`config.mk`:
```
export PLATFORM = sky130hd
export DESIGN_NAME = dram_dualcas_frontend
export DESIGN_NICKNAME = d
export VERILOG_FILES = /design/src/rtl/dram_fe_pkg.sv /design/src/rtl/dram_fe_sync.sv /design/src/rtl/dram_fe_addr_latch.sv /design/src/rtl/dram_fe_lane_store.sv /design/src/rtl/dram_dualcas_frontend.sv
export SDC_FILE = /design/constraint.sdc
export NUM_CORES = 1
export LEC_CHECK = 0
export BUFFER_PORTS_ARGS = -buffer_cell sky130_fd_sc_hd__buf_2
export CORE_MARGIN = 1.5
export CORE_UTILIZATION = 62
export CTS_CLUSTER_SIZE = 14
export DETAILED_ROUTE_END_ITERATION = 7
export GPL_ROUTABILITY_DRIVEN = 0
export PLACE_DENSITY = 0.77
export SYNTH_ARGS = -nofsm -noshare
export SYNTH_HDL_FRONTEND = slang
export SYNTH_SLANG_ARGS = --single-unit
```
`constraint.sdc`:
```
create_clock -name clk -period 3.21 [get_ports clk]
set_input_delay 0.4815 -clock clk [delete_from_list [all_inputs] [get_ports clk]]
set_output_delay 0.4815 -clock clk [all_outputs]
set_load 0.03 [all_outputs]
```
`src/rtl/dram_fe_pkg.sv`:
```
package dram_fe_pkg;

   typedef struct packed {
      logic ras_n;
      logic lcas_n;
      logic ucas_n;
      logic we_n;
      logic oe_n;
   } ctl_pins_t;

   localparam int CTL_W = $bits(ctl_pins_t);

endpackage

```
`src/rtl/dram_fe_sync.sv`:
```
module dram_fe_sync #(
   parameter int            W       = 1,
   parameter int            STAGES  = 2,
   parameter logic [W-1:0]  RST_VAL = '0
) (
   input  logic         clk,
   input  logic         rst_n,
   input  logic [W-1:0] din,
   output logic [W-1:0] dout
);

   if (STAGES < 2) begin : g_bad_stages
      $error("dram_fe_sync: STAGES must be at least 2");
   end

   logic [W-1:0] stg [STAGES];

   for (genvar g = 0; g < STAGES; g++) begin : g_stage
      always_ff @(posedge clk or negedge rst_n) begin
         if (!rst_n) begin
            stg[g] <= RST_VAL;
         end else if (g == 0) begin
            stg[g] <= din;
         end else begin
            stg[g] <= stg[(g == 0) ? 0 : g-1];
         end
      end
   end

   assign dout = stg[STAGES-1];

endmodule

```
`src/rtl/dram_fe_addr_latch.sv`:
```
module dram_fe_addr_latch #(
   parameter int ADDR_W = 9,
   parameter int LANES  = 2
) (
   input  logic              clk,
   input  logic              rst_n,
   input  logic              s_ras_n,
   input  logic [LANES-1:0]  s_cas_n,
   input  logic              s_we_n,
   input  logic [ADDR_W-1:0] s_addr,
   output logic              row_open,
   output logic [ADDR_W-1:0] row_q,
   output logic              col_held,
   output logic [ADDR_W-1:0] col_q,
   output logic              wr_q,
   output logic [ADDR_W-1:0] col_eff,
   output logic              wr_eff
);

   logic ras_fall;
   logic held_d;
   logic first_cas;

   assign ras_fall  = ~s_ras_n & ~row_open;
   assign held_d    = row_open & ~s_ras_n & (|(~s_cas_n));
   assign first_cas = held_d & ~col_held;
   assign col_eff   = col_held ? col_q : s_addr;
   assign wr_eff    = col_held ? wr_q  : ~s_we_n;

   always_ff @(posedge clk or negedge rst_n) begin
      if (!rst_n) begin
         row_open <= 1'b0;
         row_q    <= '0;
         col_held <= 1'b0;
         col_q    <= '0;
         wr_q     <= 1'b0;
      end else begin
         row_open <= ~s_ras_n;
         col_held <= held_d;
         if (ras_fall) begin
            row_q <= s_addr;
         end
         if (first_cas) begin
            col_q <= s_addr;
            wr_q  <= ~s_we_n;
         end
      end
   end

endmodule

```
`src/rtl/dram_fe_lane_store.sv`:
```
module dram_fe_lane_store #(
   parameter int LANES  = 2,
   parameter int LANE_W = 8,
   parameter int IDX_W  = 6
) (
   input  logic                    clk,
   input  logic [LANES-1:0]        we_lane,
   input  logic [IDX_W-1:0]        idx,
   input  logic [LANES*LANE_W-1:0] wdata,
   output logic [LANES*LANE_W-1:0] rdata
);

   localparam int DEPTH = 1 << IDX_W;

   for (genvar g = 0; g < LANES; g++) begin : g_lane
      logic [LANE_W-1:0] mem [DEPTH];

      always_ff @(posedge clk) begin
         if (we_lane[g]) begin
            mem[idx] <= wdata[g*LANE_W +: LANE_W];
         end
      end

      assign rdata[g*LANE_W +: LANE_W] = mem[idx];
   end

endmodule

```
`src/rtl/dram_dualcas_frontend.sv`:
```
module dram_dualcas_frontend
   import dram_fe_pkg::*;
#(
   parameter int ADDR_W      = 9,
   parameter int LANE_W      = 8,
   parameter int ROW_KEEP    = 2,
   parameter int COL_KEEP    = 4,
   parameter int SYNC_STAGES = 2
) (
   input  logic                clk,
   input  logic                rst_n,
   input  logic                ras_n,
   input  logic                lcas_n,
   input  logic                ucas_n,
   input  logic                we_n,
   input  logic                oe_n,
   input  logic [ADDR_W-1:0]   addr,
   input  logic [2*LANE_W-1:0] dq_in,
   output logic [2*LANE_W-1:0] dq_out,
   output logic [1:0]          dq_oe
);

   localparam int LANES  = 2;
   localparam int DQ_W   = LANES * LANE_W;
   localparam int IDX_W  = ROW_KEEP + COL_KEEP;
   localparam int SYNC_W = CTL_W + ADDR_W + DQ_W;
   localparam logic [SYNC_W-1:0] SYNC_RST = {{CTL_W{1'b1}}, {(ADDR_W+DQ_W){1'b0}}};

   if (ADDR_W < 1 || LANE_W < 1) begin : g_bad_width
      $error("dram_dualcas_frontend: widths must be positive");
   end
   if (ROW_KEEP < 0 || ROW_KEEP > ADDR_W) begin : g_bad_row
      $error("dram_dualcas_frontend: ROW_KEEP out of range");
   end
   if (COL_KEEP < 1 || COL_KEEP > ADDR_W) begin : g_bad_col
      $error("dram_dualcas_frontend: COL_KEEP out of range");
   end
   if (IDX_W > 12) begin : g_bad_depth
      $error("dram_dualcas_frontend: storage array too deep");
   end

   function automatic logic [ADDR_W-1:0] fold_bits(input logic [ADDR_W-1:0] v, input int k);
      logic [ADDR_W-1:0] r;
      r = '0;
      for (int i = 0; i < ADDR_W; i++) begin
         r[i % k] = r[i % k] ^ v[i];
      end
      return r;
   endfunction

   ctl_pins_t          ctl_pin, s_ctl;
   logic [ADDR_W-1:0]  s_addr;
   logic [DQ_W-1:0]    s_dq;
   logic [LANES-1:0]   s_cas_n, p_cas_n;
   logic               s_ras_n, s_oe_n;

   assign ctl_pin = {ras_n, lcas_n, ucas_n, we_n, oe_n};

   dram_fe_sync #(
      .W       (SYNC_W),
      .STAGES  (SYNC_STAGES),
      .RST_VAL (SYNC_RST)
   ) u_sync (
      .clk  (clk),
      .rst_n(rst_n),
      .din  ({ctl_pin, addr, dq_in}),
      .dout ({s_ctl, s_addr, s_dq})
   );

   assign s_ras_n = s_ctl.ras_n;
   assign s_oe_n  = s_ctl.oe_n;
   assign s_cas_n = {s_ctl.ucas_n, s_ctl.lcas_n};

   always_ff @(posedge clk or negedge rst_n) begin
      if (!rst_n) p_cas_n <= '1;
      else        p_cas_n <= s_cas_n;
   end

   logic              row_open, col_held, wr_q, wr_eff;
   logic [ADDR_W-1:0] row_q, col_q, col_eff;

   dram_fe_addr_latch #(
      .ADDR_W(ADDR_W),
      .LANES (LANES)
   ) u_latch (
      .clk     (clk),
      .rst_n   (rst_n),
      .s_ras_n (s_ras_n),
      .s_cas_n (s_cas_n),
      .s_we_n  (s_ctl.we_n),
      .s_addr  (s_addr),
      .row_open(row_open),
      .row_q   (row_q),
      .col_held(col_held),
      .col_q   (col_q),
      .wr_q    (wr_q),
      .col_eff (col_eff),
      .wr_eff  (wr_eff)
   );

   logic [IDX_W-1:0]  cell_idx;
   logic [ADDR_W-1:0] col_fold;

   assign col_fold = fold_bits(col_eff, COL_KEEP);

   if (ROW_KEEP == 0) begin : g_col_only
      logic unused_row;
      assign unused_row = ^row_q;
      assign cell_idx   = col_fold[COL_KEEP-1:0];
   end else begin : g_row_col
      logic [ADDR_W-1:0] row_fold;
      assign row_fold = fold_bits(row_q, ROW_KEEP);
      assign cell_idx = {row_fold[ROW_KEEP-1:0], col_fold[COL_KEEP-1:0]};
   end

   logic [DQ_W-1:0]  wdata_q, wr_data, rdata;
   logic [LANES-1:0] we_lane, rd_lane;
   logic             page_live;

   assign page_live = row_open & ~s_ras_n;
   assign wr_data   = col_held ? wdata_q : s_dq;

   for (genvar g = 0; g < LANES; g++) begin : g_lane_ctl
      assign we_lane[g] = page_live & wr_eff & p_cas_n[g] & ~s_cas_n[g];
      assign rd_lane[g] = page_live & ~wr_eff & s_ctl.we_n & ~s_oe_n & ~s_cas_n[g];
   end

   always_ff @(posedge clk or negedge rst_n) begin
      if (!rst_n) begin
         wdata_q <= '0;
      end else if (page_live && !col_held && (|(~s_cas_n))) begin
         wdata_q <= s_dq;
      end
   end

   dram_fe_lane_store #(
      .LANES (LANES),
      .LANE_W(LANE_W),
      .IDX_W (IDX_W)
   ) u_store (
      .clk    (clk),
      .we_lane(we_lane),
      .idx    (cell_idx),
      .wdata  (wr_data),
      .rdata  (rdata)
   );

   always_ff @(posedge clk or negedge rst_n) begin
      if (!rst_n) begin
         dq_oe  <= '0;
         dq_out <= '0;
      end else begin
         dq_oe <= rd_lane;
         for (int i = 0; i < LANES; i++) begin
            dq_out[i*LANE_W +: LANE_W] <= rd_lane[i] ? rdata[i*LANE_W +: LANE_W] : '0;
         end
      end
   end

endmodule

```
Word level (Yosys, flattened, before mapping) --
Memory sizes are Yosys's and may differ from the RTL's. Cells that the tools add are included.
Storage, ports and cells: bits in registers 117, memory bits (writable) 1024, input bits 32, output and inout bits 18, logic and storage cells 61, memories 2
Memory list:
- u_store.g_lane[0].mem | words 64, width 8, read ports 1, clocked after Yosys merged registers in 0, wr ports 1, line dram_fe_lane_store.sv:16 | logic [LANE_W-1:0] mem [DEPTH];
- u_store.g_lane[1].mem | words 64, width 8, read ports 1, clocked after Yosys merged registers in 0, wr ports 1, line dram_fe_lane_store.sv:16
Operators by class: mux-type cells 9, bitwise gates (word level) 35, reduce and logical (&&, ||, !) cells 4
Operator list (count):
- 16-bit two-way mux | 1
- 8-bit two-way mux | 2
- 1-bit bitwise AND | 14
- 1-bit XOR | 12
- 9-bit two-way mux | 1
- 1-bit NOT | 8
- 1-bit two-way mux | 5
- 1-bit logical AND | 2
- 2-bit NOT | 1
- 2-bit OR reduction | 1
- 1-bit zero test | 1

Depth between registers and ports, before layout --
Gate-level depths: netlist of the first run.
depth in word-level cells 8, depth in mapped cells 9, depth with buffers taken out 7

By module --
Synthesis of the first run repeated with hierarchy kept, for this count alone.
Unflattened totals: cell total of the unflattened synthesis 2591, area, all modules 44093.5 um2
By module, submodules not included:
- dram_fe_lane_store | instances 1, cells an instance 2335, area each 39837.0 um2, seq. area each 30749.5 um2
- dram_fe_sync | instances 1, cells an instance 90, area each 1739.2 um2, seq. area each 1514.0 um2
- dram_dualcas_frontend | instances 1, cells an instance 108, area each 1615.3 um2, seq. area each 903.4 um2
- dram_fe_addr_latch | instances 1, cells an instance 58, area each 902.1 um2, seq. area each 525.5 um2

Worst setup path before layout of the first run --
Ideal clock, no wire load.
path kind register to register, from reg u_latch.col_held, to mem u_store.g_lane[0].mem[32][0], enable pin, setup time 0.370 ns, arrival time 2.215 ns, data required time 2.840 ns, slack 0.625 ns, cell stages (with the launch flop) 9, buffers on the path 3, clock period less this slack 2.585 ns, path through dfrtp_1 -> buf_2 -> buf_1 -> o21ai_0 -> nand2_1 -> nor3b_1 -> nand2b_1 -> clkbuf_1 -> nor2_1
Between the ends: longest elaborated chain between the ends 6, elaborated cells between the ends (all ways) 12, classes of those cells 4 x mux; 8 x bitwise
RTL lines:
- start: declaration | line dram_fe_addr_latch.sv:13 | output logic col_held,
- start signal: assignment | line dram_fe_addr_latch.sv:39 | col_held <= held_d;
- 1-bit two-way mux | line dram_fe_addr_latch.sv:28 | assign wr_eff = col_held ? wr_q : ~s_we_n;
- 1-bit bitwise AND (3 in series) | line dram_dualcas_frontend.sv:124 | assign we_lane[g] = page_live & wr_eff & p_cas_n[g] & ~s_cas_n[g];
- 1-bit two-way mux | line dram_fe_lane_store.sv:19 | if (we_lane[g]) begin
- 1-bit two-way mux (implied by the code) | line dram_fe_lane_store.sv:20 | mem[idx] <= wdata[g*LANE_W +: LANE_W];
- end: declaration | line dram_fe_lane_store.sv:16
Parallel ways exist; a longest one is shown, timed or not.

Worst setup path after layout of the first run --
from reg u_sync.stg, in the netlist u_sync.dout[16], to reg dq_out[15]
Between the ends: longest elaborated chain between the ends 5
RTL lines:
- start: declaration | line dram_fe_sync.sv:16 | logic [W-1:0] stg [STAGES];
- start signal: indexed assignment | line dram_fe_sync.sv:23 | stg[g] <= din;
- start signal: indexed assignment | line dram_fe_sync.sv:25 | stg[g] <= stg[(g == 0) ? 0 : g-1];
- 9-bit two-way mux | line dram_fe_addr_latch.sv:27 | assign col_eff = col_held ? col_q : s_addr;
- 1-bit XOR (2 in series) | line dram_dualcas_frontend.sv:46 | r[i % k] = r[i % k] ^ v[i];
- memory read 64 x 8 bit
- 8-bit two-way mux | line dram_dualcas_frontend.sv:155 | dq_out[i*LANE_W +: LANE_W] <= rd_lane[i] ? rdata[i*LANE_W +: LANE_W] : '0;
- end signal: indexed assignment | line dram_dualcas_frontend.sv:155
- end: declaration | line dram_dualcas_frontend.sv:19 | output logic [2*LANE_W-1:0] dq_out,
Every way passes these cells. A chain may end at the register's enable or synchronous reset.

==> results of run 1 <==
==> flip-flops by register name, indices dropped and copies added (netlist names) <==
name / count
dq_out: 16
u_sync.stg: 30
wdata_q: 16
u_latch.row_q: 9
p_cas_n: 2
u_latch.row_open: 1
u_store.g_lane.mem: 1024
u_latch.wr_q: 1
u_latch.col_q: 9
dq_oe: 2
u_latch.col_held: 1
u_sync.dout: 30
==> power by group through the flow <==
stage	sequential, mW	clock, mW	combinational, mW
finish	16.7	12.0	5.02
global route	16.7	12.6	5.17
CTS	16.7	12.0	4.74
detailed placement	17.0	0	4.63
floorplan	16.9	0	2.45
global placement	17.0	0	4.50
==> placed cells by master (no fill, tap or decap), types with 16 or more instances in the layout <==
cell / n
nand2b_1: 16
o22ai_1: 529
o41ai_1: 40
clkbuf_16: 111
clkinv_1: 17
edfxtp_1: 1024
nor2_1: 135
buf_12: 26
clkbuf_1: 34
mux2_2: 54
nor3_1: 18
buf_2: 48
dlygate4sd3_1: 31
nor4_1: 65
buf_4: 247
dfrtp_1: 104
==> worst max-delay path by stage <==
stage                startpoint                           end  slack, ns
2_1_floorplan  u_latch.col_held  u_store.g_lane[0].mem[32][0]       0.63
3_3_place_gp    u_sync.dout[16]                     dq_out[4]      -0.09
3_5_place_dp   u_latch.col_held  u_store.g_lane[1].mem[52][0]      -0.19
4_1_cts         u_sync.dout[16]                    dq_out[15]      -0.05
5_1_grt         u_sync.dout[16]                    dq_out[15]      -0.24
6_report        u_sync.dout[16]                    dq_out[15]      -0.23
==> final cells by class <==
| type | instances | area [µm²] | area share, % |
|---|---|---|---|
| timing repair buffer | 355 | 2959 | 6.214 |
| clock buffer | 158 | 3078 | 6.464 |
| clock inverter | 36 | 247.7 | 0.5203 |
| multi-input combinational | 964 | 6561 | 13.78 |
| tap | 855 | 1070 | 2.247 |
| inverter | 2 | 7.507 | 0.01577 |
| sequential | 1141 | 33690 | 70.76 |
==> metrics by stage <==
stage | std cells | util, % | setup TNS (ns) | hold slack (ns)
after floorplan | 2260 | - | 0 | 0.1859
after global placement | 3286 | 67.56 | -0.8563 | 0.3317
after detailed placement | 3286 | 67.56 | -18.41 | 0.3347
after CTS | 3511 | 73.33 | -0.05910 | 0.3480
after global routing | 3511 | 73.60 | -0.4018 | 0.3501
final | 3511 | 73.60 | -0.2285 | 0.3457
==> kinds of logic (layout without fill, tap and decap cells) <==
group	after synthesis	in the layout	synth area share, %
xor gates and xnor gates	17	17	0.4338
buffers and inverters	155	551	1.874
AOI/OAI and AO/OA	609	609	9.858
muxes	59	59	1.618
and+or+nand+nor	279	279	3.369
DFF	1141	1141	82.85
==> critical path, delay by kind of cell (launching register included) <==
family                    cells  cell delay, ns
muxes                         1            0.39
xor gates and xnor gates      1            0.45
AOI/OAI and AO/OA             2            0.70
and+or+nand+nor               3            0.75
DFF                           1            0.38
buffers and inverters         3            0.65
==> per-layer routing <==
metal / vias up / global-route usage (%) / part of all wire, %
met1: 12270 / 43.41 / 36
met2: 2003 / 48.98 / 48
met4: 0 / 11.37 / 3.0
met3: 217 / 7.499 / 13
li1: 10040 / - / -
met5: - / 0 / 0
==> cell usage after synthesis, types with 3 or more instances <==
| cell type | n |
|---|---|
| nand2_1 | 10 |
| nor4_1 | 74 |
| mux2_2 | 54 |
| nand3_1 | 4 |
| nand4_1 | 9 |
| mux2i_1 | 5 |
| dfrtp_1 | 105 |
| dfstp_2 | 12 |
| buf_6 | 6 |
| clkbuf_1 | 64 |
| nor3_1 | 22 |
| xnor2_1 | 12 |
| o41ai_1 | 54 |
| xor2_1 | 3 |
| nor2_1 | 135 |
| nand2b_1 | 16 |
| o221ai_1 | 16 |
| buf_4 | 18 |
| edfxtp_1 | 1024 |
| buf_2 | 54 |
| nand3_2 | 4 |
| buf_1 | 11 |
| o22ai_1 | 529 |
| o2111ai_1 | 6 |
==> timing repair <==
action,CTS,global route
setup endpoints to repair,178,76
gates cloned,0,0
resized for setup,16,25
endpoints found under the hold margin,97,0
pin swaps,1,6
hold buffers,31,0
==> results.sh, run 1 <==
export IMPL_status="finished, violations left"
export IMPL_violations="negative setup slack"
export IMPL_ir_drop_v=0.0005342
export IMPL_drt_iter0_markers=3915
export IMPL_drcViolationCount=0
export IMPL_dieWidth_um=259.1
export IMPL_drive_above_1_share_pct=21.76
export IMPL_synth_ff_type="edfxtp_1"
export IMPL_fin_skew_ns=0.02982
export IMPL_hold_violations=0
export IMPL_syn_avg_cell_area_um2=17.99
export IMPL_r2r_setup_slack_ns=-0.23
export IMPL_reg2reg_from="u_sync.dout[16]"
export IMPL_grt_overflow=0
export IMPL_die_h_um=259.1
export IMPL_synth_seq_cells=1141
export IMPL_cap_violations=0
export IMPL_power_total_mw=33.67
export IMPL_synth_distinct_cells=32
export IMPL_design_area_mm2=0.04762
export IMPL_routed_wirelength_um=105200
export IMPL_cts_htree_levels=3
export IMPL_critPathKind="register to register"
export IMPL_critPathArrivalTime_ns=4.01
export IMPL_wl_per_cell_um=29.95
export IMPL_antenna_found_initial=0
export IMPL_synth_top_area_share_pct=75.61
export IMPL_min_to="u_sync.dout[10]"
export IMPL_vias_per_cell=6.987
export IMPL_hold_depth=0
export IMPL_initial_core_util_pct=62.86
export IMPL_ioPinCount=50
export IMPL_p_seq_share_pct=49.5
export IMPL_cts_setup_buffers=0
export IMPL_grt_pass1_wl_um=154000
export IMPL_nets=2603
export IMPL_syn_to_final_growth_pct=17.09
export IMPL_critPathCaptureType="register"
export IMPL_p_int_mw=24.97
export IMPL_min_path_type="register to register"
export IMPL_worstPathRequired_ns=3.78
export IMPL_p_clk_share_pct=35.6
export IMPL_min_period_over_period_pct=107.1
export IMPL_power_switching_mw=8.697
export IMPL_synth_warnings=0
export IMPL_post_place_ws_ns=-0.1898
export IMPL_relSlewSlack_pct=3.063
export IMPL_fin_crit_ns=3.439
export IMPL_syn_inst=2260
export IMPL_std_cell_rows=93
export IMPL_setup_viol_count_final=1
export IMPL_clock_path_buffers=3
export IMPL_rr_endpoint="dq_out[15]"
export IMPL_synth_top_cell_by_area="edfxtp_1"
export IMPL_yosysSeqAreaShare_pct=82.85
export IMPL_max_freq_mhz=290.8
export IMPL_fillers=3585
export IMPL_cp_slowest_stage_delay_ns=0.52
export IMPL_cts_sinks=1141
export IMPL_slew_viol_final=0
export IMPL_cp_slowest_cell="o41ai_4"
export IMPL_worstHoldStart="u_sync.stg[40]"
export IMPL_cp_start_kind="register"
export IMPL_die_area_mm2=0.06714
export IMPL_hpwl_um=61070
export IMPL_root_buffer="clkbuf_16"
export IMPL_grt_max_degree=81
export IMPL_power_leakage_nw=15.65
export IMPL_vias=24530
export IMPL_cellPowerDensity_mw_per_mm2=707.0
export IMPL_ff2ff_path_depth=10
export IMPL_path_max_fanout=22
export IMPL_crit_top_cell="buf_12"
export IMPL_postSynth_asyncResetShare_pct=10.25
export IMPL_path_clk_slew_ns=0.06
export IMPL_rsz0062_at_grt="yes"
export IMPL_post_dp_cell_area_mm2=0.04371
export IMPL_track_usage_pct=31.24
export IMPL_firstDrtPassIters=6
export IMPL_grt_pass1_vias=24340
export IMPL_setup_ws_ns=-0.2285
export IMPL_syn_num_nets=2292
export IMPL_synthesis_area_mm2=0.04067
export IMPL_tightest_slew_ns=1.454
export IMPL_antenna_left=0
export IMPL_clock_latency_ns=0.67
export IMPL_combinationalPowerShare_pct=14.9
export IMPL_crit_chain="xnor3_1 -> mux2_2 -> nand3_4 -> buf_12 -> buf_12 -> o22ai_1 -> o41ai_4 -> buf_4 -> nand4_1 -> nor3_2"
export IMPL_switching_share_pct=25.83
export IMPL_numPortBuffers=49
export IMPL_synth_area_top_cells="edfxtp_1, o22ai_1, dfrtp_1"
export IMPL_antenna_cells=0
export IMPL_cts_tree="yes"
export IMPL_synth_edf_count=1024
export IMPL_cts_buffers_inserted=107
export IMPL_core_area_mm2=0.06470
No activity file was read; power rests on OpenSTA's default activity.
==> run 2: changes to the inputs <==
==> constraint.sdc (replaced) <==
create_clock -name clk -period 3.21 [get_ports clk]
set_input_delay 0.321 -clock clk [delete_from_list [all_inputs] [get_ports clk]]
set_output_delay 0.321 -clock clk [all_outputs]
set_load 0.03 [all_outputs]
==> results.sh, run 2 (synthesis gave the netlist of run 1 again) <==
export IMPL_antenna_cells=0
export IMPL_switching_share_pct=25.97
export IMPL_initial_core_util_pct=62.86
export IMPL_syn_to_final_growth_pct=17.58
export IMPL_power_switching_mw=8.875
export IMPL_setup_ws_ns=-0.1067
export IMPL_tns_ns=-0.2411
export IMPL_ff2ff_path_depth=9
export IMPL_status="finished, violations left"
export IMPL_critPathArrivalTime_ns=3.89
export IMPL_die_h_um=259.1
export IMPL_violations="negative setup slack"
export IMPL_relSlewSlack_pct=2.330
export IMPL_cellPowerDensity_mw_per_mm2=714.8
export IMPL_ir_drop_v=0.0004872
export IMPL_vias=25140
export IMPL_grt_max_degree=112
export IMPL_cp_start_kind="register"
export IMPL_critPathCaptureType="register"
export IMPL_fin_skew_ns=0.02287
export IMPL_cts_htree_levels=3
export IMPL_power_leakage_nw=15.78
export IMPL_fillers=3478
export IMPL_path_max_fanout=31
export IMPL_hold_depth=2
export IMPL_root_buffer="clkbuf_16"
export IMPL_max_freq_mhz=301.5
export IMPL_wl_per_cell_um=30.92
export IMPL_p_seq_share_pct=48.8
export IMPL_critPathKind="register to register"
export IMPL_drt_iter0_markers=4256
export IMPL_antenna_left=0
export IMPL_core_area_mm2=0.06470
export IMPL_clock_latency_ns=0.66
export IMPL_hpwl_um=61770
export IMPL_final_cells=3517
export IMPL_vias_per_cell=7.148
export IMPL_r2r_setup_slack_ns=-0.11
export IMPL_ioPinCount=50
export IMPL_post_place_ws_ns=-0.2166
export IMPL_hold_violations=0
export IMPL_dieWidth_um=259.1
export IMPL_combinationalPowerShare_pct=15.0
export IMPL_largest_register="u_store.g_lane.mem"
export IMPL_antenna_found_initial=2
export IMPL_std_cell_rows=93
export IMPL_final_cell_mix="edfxtp_1, o22ai_1, buf_4, nor2_1, clkbuf_16"
export IMPL_grt_overflow=0
export IMPL_slew_viol_final=0
export IMPL_cts_tree="yes"
export IMPL_cts_buffers_inserted=105
export IMPL_reg2reg_from="u_sync.dout[16]"
export IMPL_cap_violations=0
export IMPL_setup_viol_count_final=7
export IMPL_crit_end="dq_out[2]"
export IMPL_tightest_slew_ns=1.465
export IMPL_grt_pass1_vias=24470
export IMPL_cts_sinks=1141
export IMPL_drcViolationCount=0
export IMPL_grt_pass1_wl_um=157900
export IMPL_die_area_mm2=0.06714
export IMPL_firstDrtPassIters=8
export IMPL_numPortBuffers=49
export IMPL_min_period_over_period_pct=103.3
export IMPL_drive_above_1_share_pct=22.54
export IMPL_fin_crit_ns=3.317
export IMPL_routed_wirelength_um=108700
export IMPL_largest_register_ffs=1024
export IMPL_rr_endpoint="dq_out[2]"
export IMPL_startpoint="u_sync.dout[16]"
export IMPL_nets=2611
export IMPL_clock_path_buffers=3
export IMPL_place_inst=3287
export IMPL_p_int_mw=25.30
export IMPL_min_path_type="primary input to register"
export IMPL_track_usage_pct=32.11
export IMPL_worstPathRequired_ns=3.79
export IMPL_p_clk_share_pct=36.2
export IMPL_final_common_cell="edfxtp_1"
export IMPL_path_clk_slew_ns=0.06
## run 2: cell types whose count changed in the layout (fill, tap and decap cells not counted), moves of 6 or more
cell / before / now
clkbuf_8: 12 / 6
clkbuf_1: 34 / 16
buf_4: 247 / 255
bufinv_16: 2 / 9
## run 2: final cells by class
class	instances	area (µm²)	share of cell area, %
Inverter	2	7.507	0.01570
Sequential cell	1141	33690	70.47
Clock inverter	56	539.3	1.128
Timing Repair Buffer	364	3054	6.387
Tap cell	855	1070	2.237
Clock buffer	134	2888	6.039
Multi-Input combinational cell	965	6564	13.73
## run 2: routing by layer
| metal | up-vias | global-route usage [%] | wire length [µm] |
|---|---|---|---|
| met5 | - | 0 | 13 |
| met4 | 2 | 13.50 | 4964 |
| met3 | 372 | 6.591 | 14510 |
| met2 | 2335 | 50.56 | 51660 |
| met1 | 12400 | 44.45 | 37590 |
| li1 | 10030 | - | - |
## run 2: power groups by stage
| stage | logic (mW) | registers [mW] | clock network (mW) |
|---|---|---|---|
| 2_1_floorplan | 2.45 | 16.9 | 0 |
| 3_3_place_gp | 4.53 | 17.0 | 0 |
| 3_5_place_dp | 4.66 | 17.0 | 0 |
| 4_1_cts | 4.84 | 16.7 | 12.4 |
| 5_1_grt | 5.25 | 16.7 | 13.0 |
| 6_report | 5.14 | 16.7 | 12.4 |
## run 2: how the worst min path moves through the flow
| stage | to | slack, ns | start |
|---|---|---|---|
| 6_report | u_sync.stg[39] | 0.29 | dq_in[9] |
| 5_1_grt | u_sync.stg[38] | 0.29 | dq_in[8] |
| 4_1_cts | u_sync.stg[33] | 0.27 | dq_in[3] |
| 3_5_place_dp | u_sync.dout[4] | 0.33 | u_sync.stg[34] |
| 3_3_place_gp | u_sync.dout[10] | 0.33 | u_sync.stg[40] |
| 2_1_floorplan | dq_oe[0] | 0.03 | rst_n |
## run 2: worst max-delay path, cell delays in order (launching register included)
cell and delay, ns:
dfrtp_1 0.36, xnor3_1 0.43, mux2_2 0.38, nand3_4 0.22
buf_12 0.25, o22ai_1 0.13, o41ai_1 0.87, buf_4 0.23
o2111ai_1 0.13, nor3_1 0.21
## run 2: what timing repair did
item,in CTS,in global routing
buffers inserted,2,5
endpoints found under the hold margin,128,0
resized for setup,26,18
setup endpoints to repair,202,35
pin swaps,2,4
cloned,0,2
hold buffers,31,0
## run 2: stage by stage
| step | utilization (%) | hold WS [ns] | area, µm² | total power [mW] |
|---|---|---|---|---|
| 6_report | 73.91 | 0.2897 | 47820 | 34.18 |
| 3_5_place_dp | 67.56 | 0.3347 | 43710 | 21.63 |
| 4_1_cts | 73.59 | 0.2737 | 47610 | 33.89 |
| 5_1_grt | 73.91 | 0.2918 | 47820 | 34.88 |
| 3_3_place_gp | 67.56 | 0.3315 | 43710 | 21.49 |
| 2_1_floorplan | - | 0.02541 | 40670 | 19.40 |
